**config.mk**
```make
export PLATFORM = sky130hd
export DESIGN_NAME = pt_xlate
export DESIGN_NICKNAME = d
export VERILOG_FILES = /design/src/rtl/pt_pkg.sv /design/src/rtl/pt_split.sv /design/src/rtl/pt_table.sv /design/src/rtl/pt_check.sv /design/src/rtl/pt_xlate.sv
export SDC_FILE = /design/constraint.sdc
export NUM_CORES = 1
export LEC_CHECK = 0
export BUFFER_PORTS_ARGS = -buffer_cell sky130_fd_sc_hd__buf_2
export CORE_ASPECT_RATIO = 1.75
export CORE_MARGIN = 5
export CORE_UTILIZATION = 55
export DETAILED_ROUTE_END_ITERATION = 10
export PLACE_DENSITY = 0.77
export SYNTH_ARGS = -nofsm -noshare
export SYNTH_HDL_FRONTEND = slang
export SYNTH_SLANG_ARGS = --single-unit
```
**constraint.sdc**
```tcl
create_clock -name clk -period 1.8 [get_ports clk]
set_input_delay 0.09 -clock clk [delete_from_list [all_inputs] [get_ports clk]]
set_output_delay 0.09 -clock clk [all_outputs]
set_load 0.01 [all_outputs]
```
**src/rtl/pt_pkg.sv**
```systemverilog
package pt_pkg;

  // access kinds presented with a lookup
  localparam logic [1:0] ACC_FETCH = 2'b00;
  localparam logic [1:0] ACC_LOAD  = 2'b01;
  localparam logic [1:0] ACC_STORE = 2'b10;

  // permission codes: bit0 = writable, bit1 = executable
  localparam logic [1:0] PERM_RO  = 2'b00;
  localparam logic [1:0] PERM_RW  = 2'b01;
  localparam logic [1:0] PERM_XO  = 2'b10;
  localparam logic [1:0] PERM_RWX = 2'b11;

  function automatic logic perm_grants(input logic [1:0] perm, input logic [1:0] kind);
    logic ok;
    case (kind)
      ACC_FETCH: ok = perm[1];
      ACC_LOAD:  ok = (perm != PERM_XO);
      ACC_STORE: ok = perm[0];
      default:   ok = 1'b0;
    endcase
    return ok;
  endfunction

  function automatic logic upper_clear(input logic [15:0] addr, input int unsigned low_bits);
    return (addr >> low_bits) == '0;
  endfunction

endpackage

```
**src/rtl/pt_split.sv**
```systemverilog
module pt_split #(
  parameter int VA_W  = 16,
  parameter int OFF_W = 10,
  parameter int VPN_W = 5
) (
  input  logic [VA_W-1:0]  va,
  output logic [VPN_W-1:0] vpn,
  output logic [OFF_W-1:0] offset,
  output logic             in_range
);
  localparam int USED_W = OFF_W + VPN_W;

  assign offset = va[OFF_W-1:0];
  assign vpn    = va[USED_W-1:OFF_W];

  generate
    if (VA_W > USED_W) begin : g_upper
      logic [VA_W-USED_W-1:0] upper;
      assign upper    = va[VA_W-1:USED_W];
      assign in_range = (upper == '0);
    end else begin : g_exact
      assign in_range = 1'b1;
    end
  endgenerate
endmodule

```
**src/rtl/pt_table.sv**
```systemverilog
module pt_table #(
  parameter int VPN_W   = 5,
  parameter int PPN_W   = 3,
  parameter int TBL_CNT = 2,
  localparam int TSEL_W = (TBL_CNT > 1) ? $clog2(TBL_CNT) : 1,
  localparam int DEPTH  = 1 << VPN_W
) (
  input  logic              clk,
  input  logic              rst_n,
  input  logic              wr_en,
  input  logic [TSEL_W-1:0] wr_tbl,
  input  logic [VPN_W-1:0]  wr_vpn,
  input  logic              wr_valid,
  input  logic [1:0]        wr_rights,
  input  logic [PPN_W-1:0]  wr_ppn,
  input  logic [TSEL_W-1:0] rd_tbl,
  input  logic [VPN_W-1:0]  rd_vpn,
  output logic              rd_valid,
  output logic [1:0]        rd_rights,
  output logic [PPN_W-1:0]  rd_ppn
);
  logic             bank_valid  [TBL_CNT];
  logic [1:0]       bank_rights [TBL_CNT];
  logic [PPN_W-1:0] bank_ppn    [TBL_CNT];

  generate
    for (genvar t = 0; t < TBL_CNT; t++) begin : g_bank
      logic             valid_q  [DEPTH];
      logic [1:0]       rights_q [DEPTH];
      logic [PPN_W-1:0] ppn_q    [DEPTH];
      logic             hit_wr;

      assign hit_wr = wr_en && (wr_tbl == TSEL_W'(t));

      always_ff @(posedge clk or negedge rst_n) begin
        if (!rst_n) begin
          for (int v = 0; v < DEPTH; v++) begin
            valid_q[v]  <= 1'b0;
            rights_q[v] <= '0;
            ppn_q[v]    <= '0;
          end
        end else if (hit_wr) begin
          valid_q[wr_vpn]  <= wr_valid;
          rights_q[wr_vpn] <= wr_rights;
          ppn_q[wr_vpn]    <= wr_ppn;
        end
      end

      assign bank_valid[t]  = valid_q[rd_vpn];
      assign bank_rights[t] = rights_q[rd_vpn];
      assign bank_ppn[t]    = ppn_q[rd_vpn];
    end
  endgenerate

  always_comb begin
    rd_valid  = 1'b0;
    rd_rights = '0;
    rd_ppn    = '0;
    for (int t = 0; t < TBL_CNT; t++) begin
      if (rd_tbl == TSEL_W'(t)) begin
        rd_valid  = bank_valid[t];
        rd_rights = bank_rights[t];
        rd_ppn    = bank_ppn[t];
      end
    end
  end
endmodule

```
**src/rtl/pt_check.sv**
```systemverilog
module pt_check (
  input  logic       in_range,
  input  logic       ent_valid,
  input  logic [1:0] ent_rights,
  input  logic [1:0] acc,
  output logic       fault,
  output logic       viol,
  output logic       grant
);
  import pt_pkg::*;

  assign fault = !in_range || !ent_valid;
  assign viol  = !fault && !perm_grants(ent_rights, acc);
  assign grant = !fault && !viol;
endmodule

```
**src/rtl/pt_xlate.sv**
```systemverilog
module pt_xlate #(
  parameter int VA_W    = 16,
  parameter int OFF_W   = 10,
  parameter int VPN_W   = 5,
  parameter int PPN_W   = 3,
  parameter int TBL_CNT = 2,
  localparam int TSEL_W = (TBL_CNT > 1) ? $clog2(TBL_CNT) : 1,
  localparam int PA_W   = PPN_W + OFF_W
) (
  input  logic              clk,
  input  logic              rst_n,
  input  logic [TSEL_W-1:0] tbl_sel,
  input  logic [VA_W-1:0]   va,
  input  logic [1:0]        acc,
  output logic [PA_W-1:0]   pa,
  output logic              page_fault,
  output logic              prot_viol,
  input  logic              wr_en,
  input  logic [TSEL_W-1:0] wr_tbl,
  input  logic [VPN_W-1:0]  wr_vpn,
  input  logic              wr_valid,
  input  logic [1:0]        wr_rights,
  input  logic [PPN_W-1:0]  wr_ppn
);
  // named internal events, also watched by the bound checker
  logic [VPN_W-1:0] look_vpn;
  logic [OFF_W-1:0] look_off;
  logic             range_ok;
  logic             ent_valid;
  logic [1:0]       ent_rights;
  logic [PPN_W-1:0] ent_ppn;
  logic             grant;

  pt_split #(.VA_W(VA_W), .OFF_W(OFF_W), .VPN_W(VPN_W)) u_split (
    .va(va), .vpn(look_vpn), .offset(look_off), .in_range(range_ok)
  );

  pt_table #(.VPN_W(VPN_W), .PPN_W(PPN_W), .TBL_CNT(TBL_CNT)) u_table (
    .clk(clk), .rst_n(rst_n),
    .wr_en(wr_en), .wr_tbl(wr_tbl), .wr_vpn(wr_vpn),
    .wr_valid(wr_valid), .wr_rights(wr_rights), .wr_ppn(wr_ppn),
    .rd_tbl(tbl_sel), .rd_vpn(look_vpn),
    .rd_valid(ent_valid), .rd_rights(ent_rights), .rd_ppn(ent_ppn)
  );

  pt_check u_check (
    .in_range(range_ok), .ent_valid(ent_valid), .ent_rights(ent_rights),
    .acc(acc), .fault(page_fault), .viol(prot_viol), .grant(grant)
  );

  assign pa = grant ? {ent_ppn, look_off} : '0;
endmodule

```
; Word level (Yosys, flattened, before mapping)
; Cells that the tools add are included.
[totals]
regBits = 384
input_bits = 34
out_inout_bits = 15
wordCells = 247
[classes]
order_cmp = 3
n_eq_ne = 3
mux = 35
n_bitwise = 3
n_reduce_logical = 11
[ops]
columns = cell, n
row1 = $bwmux 96, 2
row2 = $bwmux 64, 2
row3 = $bwmux 32, 2
row4 = $bmux 3 s5, 2
row5 = $bmux 2 s5, 2
row6 = $mux 3, 6
row7 = $demux 3 s5, 1
row8 = $mux 13, 1
row9 = $ge 6x6->1 const B, 2
row10 = $mux 2, 6
row11 = $not 5->6, 2
row12 = $bmux 1 s5, 2
row13 = $demux 2 s5, 1
row14 = $lt 6x1->1 const B, 1
row15 = $mux 1, 6
row16 = $demux 1 s5, 1
row17 = $logic_and 1x1->1, 5
row18 = $logic_not 1->1, 4
row19 = $pmux 1 s3, 1
row20 = $eq 2x1->1 const B, 1
row21 = $eq 2x2->1 const B, 1
row22 = $logic_not 2->1, 1
row23 = $ne 2x2->1 const B, 1
row24 = $logic_or 1x1->1, 1
row25 = $not 1->1, 1

; Longest topological paths before layout
; Gate-level depths: netlist (run 1).
[logic_depth]
depth_word = 12
depth_mapped = 11

; Modules after synthesis
; A second synthesis (run 1) with hierarchy kept.
[hier_totals]
hier_cells = 1182
hier_area_um2 = 17887.2
[by_module_without_submodules]
columns = module, n_inst, cells_each, area_per_inst_um2
row1 = pt_table, 1, 1145, 17624.4
row2 = pt_split, 1, 16, 116.4
row3 = pt_xlate, 1, 14, 103.8
row4 = pt_check, 1, 7, 42.5

; Least setup slack after synthesis (run 1)
; No wires, ideal clock.
[synth_timing]
path_type = reg-to-output
from = register u_table.g_bank[0].valid_q[8] in the netlist's numbering
to = output prot_viol
t_arrival_ns = 1.790
setup_slack_ns = -0.080
stages_incl_launch_ff = 8
n_path_buf = 1
cell_sequence = dfrtp_1 -> mux4_4 -> a22oi_1 -> a21oi_1 -> a21oi_1 -> o211ai_2 -> buf_4 -> o21a_1
[synth_via]
elab_chain_len = 8
[synth_rtl]
columns = item, line_no
row1 = from (decl), pt_table.sv:28  ; logic valid_q [DEPTH];
row2 = "from (signal, indexed assignment)", pt_table.sv:43  ; valid_q[wr_vpn] <= wr_valid;
row3 = $bmux 1 s5, pt_table.sv:49  ; assign bank_valid[t] = valid_q[rd_vpn];
row4 = $mux 1 (implied by the code) (2 in series), pt_table.sv:49
row5 = $mux 1, pt_table.sv:60  ; if (rd_tbl == TSEL_W'(t)) begin
row6 = $logic_not 1->1, pt_check.sv:12  ; assign fault = !in_range || !ent_valid;
row7 = $logic_or 1x1->1, pt_check.sv:12
row8 = $logic_not 1->1, pt_check.sv:13  ; assign viol = !fault && !perm_grants(ent_rights, acc);
row9 = $logic_and 1x1->1, pt_check.sv:13
row10 = to (decl), pt_xlate.sv:17  ; output logic prot_viol,
; No other way between the ends. The select of a mux whose other input is x is not followed.

; Worst setup path after layout (run 1)
[layout_timing]
from = register u_table.g_bank[0].valid_q[11] in the netlist's numbering
to = output pa[6]
[layout_via]
elab_chain_len = 11
[layout_rtl]
columns = item, line_no
row1 = $bmux 1 s5 (*), pt_table.sv:49
row2 = $mux 1 (implied by the code) (*) (2 in series), pt_table.sv:49
row3 = $mux 1 (*), pt_table.sv:60
row4 = $logic_not 1->1 (*), pt_check.sv:12
row5 = $logic_or 1x1->1 (*), pt_check.sv:12
row6 = $logic_not 1->1 (*), "pt_check.sv:13, pt_check.sv:14"
row7 = $logic_and 1x1->1, pt_check.sv:13
row8 = $logic_not 1->1, pt_check.sv:14  ; assign grant = !fault && !viol;
row9 = $logic_and 1x1->1 (*), pt_check.sv:14
row10 = $mux 13 (*), pt_xlate.sv:51  ; assign pa = grant ? {ent_ppn, look_off} : '0;
row11 = to (decl), pt_xlate.sv:15  ; output logic [PA_W-1:0] pa,
; Mark *: on every way between the ends. The rest lies on a longest branch, timed or not. The select of a mux whose other input is x is not followed.

==> run_results.csv, run 1 <==
group,metric,value,unit
worst_setup_path,crit_path_start_kind,"register",
clock_network,cts-root-buf,"clkbuf_16",
drt,route.detailed.drc,0,
worst_setup_path,r2r-start,"u_table.g_bank[0].valid_q[8]",
logic_synthesis,synth_edf_count,0,
run,cap_viol_max_count,0,
floorplanning,boundaryPins,49,
drt,firstDrtPassIters,5,
worst_setup_path,startpoint,"u_table.g_bank[0].valid_q[11]",
place,port_buffers,48,
clock_network,clock_path_buffers,3,
drt,drt_iter0_markers,801,
global_routing,antenna_found_initial,0,
timing,tns,-13620,ps
drt,wl,47.63,mm
timing,slew_viol_final,0,
logic_synthesis,synth.most_common_cell,"mux2_2",
timing,setup_violations,15,
power,switching_power,5.308,mW
timing,max_slew.worst_pin.slew,528.9,ps
floorplanning,coreArea,0.03281,mm²
logic_synthesis,syn_area,0.01817,mm²
logic_synthesis,netlist.area_leader.share,52.89,%
power,pwr-share-comb,15.2,%
drt,wl_per_cell,25.86,µm
drt,num_vias,11679,
timing,maxSlewHeadroom,64.74,%
timing,setup_ws,-934.7,ps
place,dp_cells,1778,
power,internal-power,15.84,mW
global_routing,grt_overflow_total,0,
drt,ant_nets,0,
logic_synthesis,synth-seq-cells,384,
logic_synthesis,synth_cells,1251,
worst_setup_path,required,1710,ps
timing,hold_violations,0,
logic_synthesis,synth_cell_type_count,48,
drt,viasPerCell,6.340,
run_status,violations,"setup timing",
clock_network,cts-buffers-inserted,35,
power,p_seq_share,49.3,%
logic_synthesis,synth_area_leaders,"dfrtp_1 (53%), mux2_2 (24%), mux4_2 (6.0%)",
clock_network,clock-sinks,384,
power,p_per_area,995.8,mW/mm²
logic_synthesis,synth_top_area_cell,"dfrtp_1",
place,place_congestion,0.9576,
timing,rsz0062_at_grt,"yes",
logic_synthesis,ys.flop_type,"dfrtp_1",
min_path,hold_class,"input pin to asynchronous set/reset pin",
timing,hold_ws,57.37,ps
logic_synthesis,async_flop_share,100.0,%
worst_setup_path,critical_path.endpoint,"pa[6]",
worst_setup_path,cp_max_fo,5,
timing,fin_skew,0,ps
worst_setup_path,r2r_end,"u_table.g_bank[0].valid_q[8]",
floorplanning,die_y,250.4,µm
finish,drive_gt1_share,51.81,%
clock_network,clk_latency,520,ps
finish,areaGrowthSynthToFinish,16.89,%
power,max-vdd-ir-drop,0.0006021,V
global_routing,grt_pass1_wl,74.39,mm
finish,fin_util,64.73,%
global_routing,grt_pass1_vias,12700,
logic_synthesis,synth_common_cells,"mux2_2 (386), dfrtp_1 (384), nor2_1 (58)",
power,p_clk_share,35.5,%
logic_synthesis,yosys_warnings,0,
finish,fin_area,0.02124,mm²
floorplanning,dieArea,0.03691,mm²
place,pre_cts_ws,-676.2,ps
global_routing,track_usage,26.17,%
floorplanning,die_w,147.4,µm
worst_setup_path,critical_path_class,"register to primary output",
power,leakagePower,10.05,nW
finish,fin_nets,1447,
finish,fillers,2289,
run_status,outcome,"finished, violations left",
floorplanning,row_count,88,
place,hpwl,33.17,mm
clock_network,cts_htree_levels,2,
timing,timing.final.crit_share,151.9,%
logic_synthesis,ys_seq_area_share,52.89,%
place,placed_area,0.01991,mm²
worst_setup_path,crit_arrival,2640,ps
power,power_switching_share,25.10,%
worst_setup_path,end_kind,"primary output",
power,power.total,21.15,mW
worst_setup_path,reg2reg_setup_slack,940,ps
logic_synthesis,syn-num-nets,1285,
timing,min_period,2735,ps
finish,final_cells,1842,
global_routing,grt_max_degree,75,
floorplanning,start_util,55.37,%
clock_network,clkTransAtPathRegs,60,ps
clock_network,cts_tree,"done",
logic_synthesis,avgSynthCellArea,14.52,µm²
timing,max_freq,365.7,MHz
worst_setup_path,reg2reg_depth,2,
[power groups by stage]
stage / Clock [mW] / Combinational [mW] / Sequential [mW]
2_1_floorplan: 0 / 2.14 / 10.3
3_3_place_gp: 0 / 3.02 / 10.5
3_5_place_dp: 0 / 3.13 / 10.5
4_1_cts: 7.62 / 3.19 / 10.4
5_1_grt: 7.95 / 3.45 / 10.5
6_report: 7.51 / 3.22 / 10.4
[cells in the final DEF (no fill, tap or decap), types with 22 or more instances in the layout]
| master | synthesis | routed |
|---|---|---|
| mux2_2 | 386 | 386 |
| mux4_2 | 48 | 52 |
| nand2_1 | 49 | 37 |
| dfrtp_1 | 384 | 384 |
| buf_12 | 3 | 22 |
| a22oi_1 | 48 | 44 |
| buf_4 | 10 | 139 |
| nor2_1 | 58 | 58 |
| mux2i_1 | 52 | 52 |
| buf_2 | 10 | 43 |
| clkbuf_16 | 0 | 37 |
[state kept, by name (all words and copies together) (netlist names)]
name                     cells
u_table.g_bank.ppn_q       192
u_table.g_bank.valid_q      64
u_table.g_bank.rights_q    128
[repair_timing]
action                                  CTS  global route
gates resized for setup                  13            32
setup buffers                             1             0
hold buffers                              1             0
pin swaps                                 3            21
hold endpoints to repair                312             0
gates cloned                              1             0
endpoints found under the setup margin   15            15
[critical path: stages, from the launching register on]
cell and delay, ps:
dfrtp_1 380, mux4_4 620, a22oi_2 230, a21oi_2 80, a21oi_2 120, buf_4 150
o211ai_4 130, buf_6 180, nand2_4 70, nor3_4 40, buf_2 140
[layer usage]
metal	part of all wire, %	wire, µm	track usage (%)	up-vias
met4	7.1	3399	15.89	0
met1	37	17450	30.43	6147
li1	-	-	-	4960
met5	0	0	0	-
met2	52	24770	45.96	408
met3	4.2	2004	3.240	164
[how the worst min path moves through the flow]
stage | to | slack, ps | start | cells after the start
after CTS | u_table.g_bank[0].ppn_q[20] | 70 | rst_n | 2
final | u_table.g_bank[0].ppn_q[19] | 60 | rst_n | 2
after floorplan | u_table.g_bank[0].ppn_q[0] | -210 | rst_n | 0
after global placement | u_table.g_bank[0].ppn_q[13] | 40 | rst_n | 1
after detailed placement | u_table.g_bank[0].ppn_q[20] | 50 | rst_n | 1
after global routing | u_table.g_bank[0].ppn_q[19] | 110 | rst_n | 2
[cell type report]
type	count	area [µm²]	area share (%)
Multi-Input combinational cell	776	8164	38.44
Inverter	4	15.01	0.07070
Clock inverter	9	106.4	0.5008
Antenna cell	1	2.502	0.01178
Clock buffer	51	1039	4.890
Sequential cell	384	9609	45.25
Tap cell	405	506.7	2.386
Timing Repair Buffer	212	1795	8.454
[cell families (layout without fill, tap and decap cells)]
family / Yosys count / in the layout / synth area share (%)
buf+inv: 91 / 276 / 2.941
other cells: 0 / 1 / 0
flops: 384 / 384 / 52.89
mux: 506 / 506 / 35.62
compound gates: 95 / 95 / 3.850
simple gates: 175 / 175 / 4.697
(Power assumes the default switching activity.)
==> inputs of run 2 (changes only) <==
Settings changed: HOLD_SLACK_MARGIN from default to 0.06, RECOVER_POWER from default to 25.
==> run 2 against run 1 <==
  * The run ends with capacitance limit, slew limit, setup timing left
  * Worst setup slack got worse by 4.2 ps
  * Routed wire length decreased by 0.40%
  * Total power decreased by 0.11%
  * Hold slack improved by 120 ps
  * Critical path depth unchanged
  * Fmax decreased by 0.16%
  * Via count increased by 0.26%
  * Sequential cell count unchanged
  * Critical endpoint is now pa[9]
  * Critical path type unchanged
  * First-iteration DRC count decreased by 0.25%
==> run_results.csv, run 2 (synthesis results as in run 1) <==
group,metric,value,unit
place,place_congestion,0.9576,
global_routing,grt_pass1_vias,12700,
drt,drt_iter0_markers,799,
finish,drive_gt1_share,51.46,%
finish,fin_util,64.64,%
drt,wl_per_cell,25.77,µm
drt,viasPerCell,6.360,
drt,num_vias,11709,
power,p_per_area,996.1,mW/mm²
place,placed_area,0.01991,mm²
min_path,hold_class,"input pin to register",
timing,slew_viol_final,54,
power,leakagePower,10.03,nW
floorplanning,row_count,88,
finish,reg.largest.list,"u_table.g_bank.ppn_q (192), u_table.g_bank.rights_q (128), u_table.g_bank.valid_q (64)",
global_routing,grt_pass1_wl,74.39,mm
place,hpwl,33.17,mm
run_status,outcome,"finished, violations left",
drt,wl,47.44,mm
timing,hold_violations,0,
global_routing,track_usage,26.17,%
floorplanning,dieArea,0.03691,mm²
timing,min_period,2739,ps
finish,areaGrowthSynthToFinish,16.73,%
floorplanning,coreArea,0.03281,mm²
worst_setup_path,cp_max_fo,8,
floorplanning,boundaryPins,49,
floorplanning,die_w,147.4,µm
timing,setup_ws,-939.0,ps
clock_network,cts_tree,"done",
finish,fin_area,0.02121,mm²
run_status,violations,"capacitance limit, slew limit, setup timing",
clock_network,clock-sinks,384,
drt,route.detailed.drc,0,
timing,setup_violations,15,
timing,tns,-13600,ps
global_routing,grt_max_degree,75,
drt,firstDrtPassIters,5,
worst_setup_path,required,1710,ps
floorplanning,start_util,55.37,%
finish,final_cell_mix,"mux2_2 (386), dfrtp_1 (384), buf_4 (135), nor2_1 (58)",
place,dp_cells,1778,
timing,max_freq,365.1,MHz
timing,timing.final.crit_share,152.2,%
clock_network,cts-root-buf,"clkbuf_16",
finish,largest_reg_flops,192,
worst_setup_path,cpPeakStageDelay,360,ps
timing,maxSlewHeadroom,-9.793,%
finish,insertedDiodeCount,0,
finish,final_cells,1841,
global_routing,grt_overflow_total,0,
worst_setup_path,slowest_stage,"dfrtp_1",
global_routing,antenna_found_initial,0,
clock_network,cts-buffers-inserted,35,
timing,fin_skew,0,ps
worst_setup_path,critical_path_class,"register to primary output",
finish,regMostFlops,"u_table.g_bank.ppn_q",
run,cap_viol_max_count,1,
place,port_buffers,48,
clock_network,clock_path_buffers,3,
worst_setup_path,end_kind,"primary output",
worst_setup_path,crit_path_start_kind,"register",
worst_setup_path,crit_arrival,2650,ps
drt,ant_nets,0,
worst_setup_path,crit_chain,"mux2i_1 -> a22oi_1 -> o21ai_1 -> o31ai_2 -> buf_4 -> o21bai_1 -> a31o_2 -> buf_8 -> nor3_4 -> buf_2",
clock_network,cts_htree_levels,2,
finish,layout_commonest_cell,"mux2_2",
finish,fin_nets,1447,
clock_network,clkTransAtPathRegs,70,ps
clock_network,clk_latency,520,ps
floorplanning,die_y,250.4,µm
power,max-vdd-ir-drop,0.0006013,V
timing,rsz0062_at_grt,"yes",
timing,max_slew.worst_pin.slew,1647,ps
==> run 2: routing by layer <==
layer  GRT usage (%)  share of wire [%]  up-vias
met5               0                  0        -
met4           15.89                6.9        0
met3           3.240                4.4      156
met2           45.96                 53      409
met1           30.43                 36     6189
li1                -                  -     4955
==> run 2: area by class of cell <==
class | count | area (µm²)
sequential | 384 | 9609
multi-input combinational | 776 | 8164
clock buffer | 51 | 1039
timing repair buffer | 212 | 1769
fill | 2297 | 11600
inverter | 4 | 15.01
tap | 405 | 506.7
clock inverter | 9 | 106.4
==> run 2: critical path, delay by kind of cell (launching register included) <==
kind	cells	cell delay, ps
simple gates	1	150
flops	1	360
compound gates	5	1040
buf+inv	3	480
mux	1	70
==> run 2: per-stage QoR <==
| stage | hold WS, ps | power, mW | setup WS, ps |
|---|---|---|---|
| 2_1_floorplan | -205.6 | 12.42 | -64.37 |
| 3_3_place_gp | 43.90 | 13.48 | -626.3 |
| 3_5_place_dp | 48.77 | 13.68 | -676.2 |
| 4_1_cts | 72.91 | 21.20 | -949.9 |
| 5_1_grt | 194.0 | 21.91 | -1004 |
| 6_report | 172.7 | 21.13 | -939.0 |
==> run 2: final timing paths <==
path	from	slack, ps	end	depth (start not counted)
hold / removal	wr_rights[0]	170	u_table.g_bank[0].rights_q[54]	3
min in group asynchronous	rst_n	490	u_table.g_bank[0].ppn_q[20]	2
setup / recovery	u_table.g_bank[1].rights_q[23]	-940	pa[9]	10
setup reg to reg	u_table.g_bank[0].valid_q[8]	940	u_table.g_bank[0].valid_q[8]	2
max in group asynchronous	rst_n	160	u_table.g_bank[1].ppn_q[43]	3
hold reg to reg	u_table.g_bank[0].ppn_q[55]	500	u_table.g_bank[0].ppn_q[55]	1
==> run 2: report_power, final <==
part	leakage (nW)	internal [mW]	switching (mW)
combinational	4.37	1.76	1.46
sequential	5.10	9.78	0.642
clock	0.553	4.30	3.19
total	10.0	15.8	5.29
==> run 2: repair_timing <==
action | in CTS | in global routing
setup buffers | 1 | 0
endpoints found under the setup margin | 15 | 15
resized for setup | 13 | 32
gates cloned | 1 | 0
hold buffers | 1 | 0
pin swaps | 3 | 21
hold endpoints to repair | 384 | 0
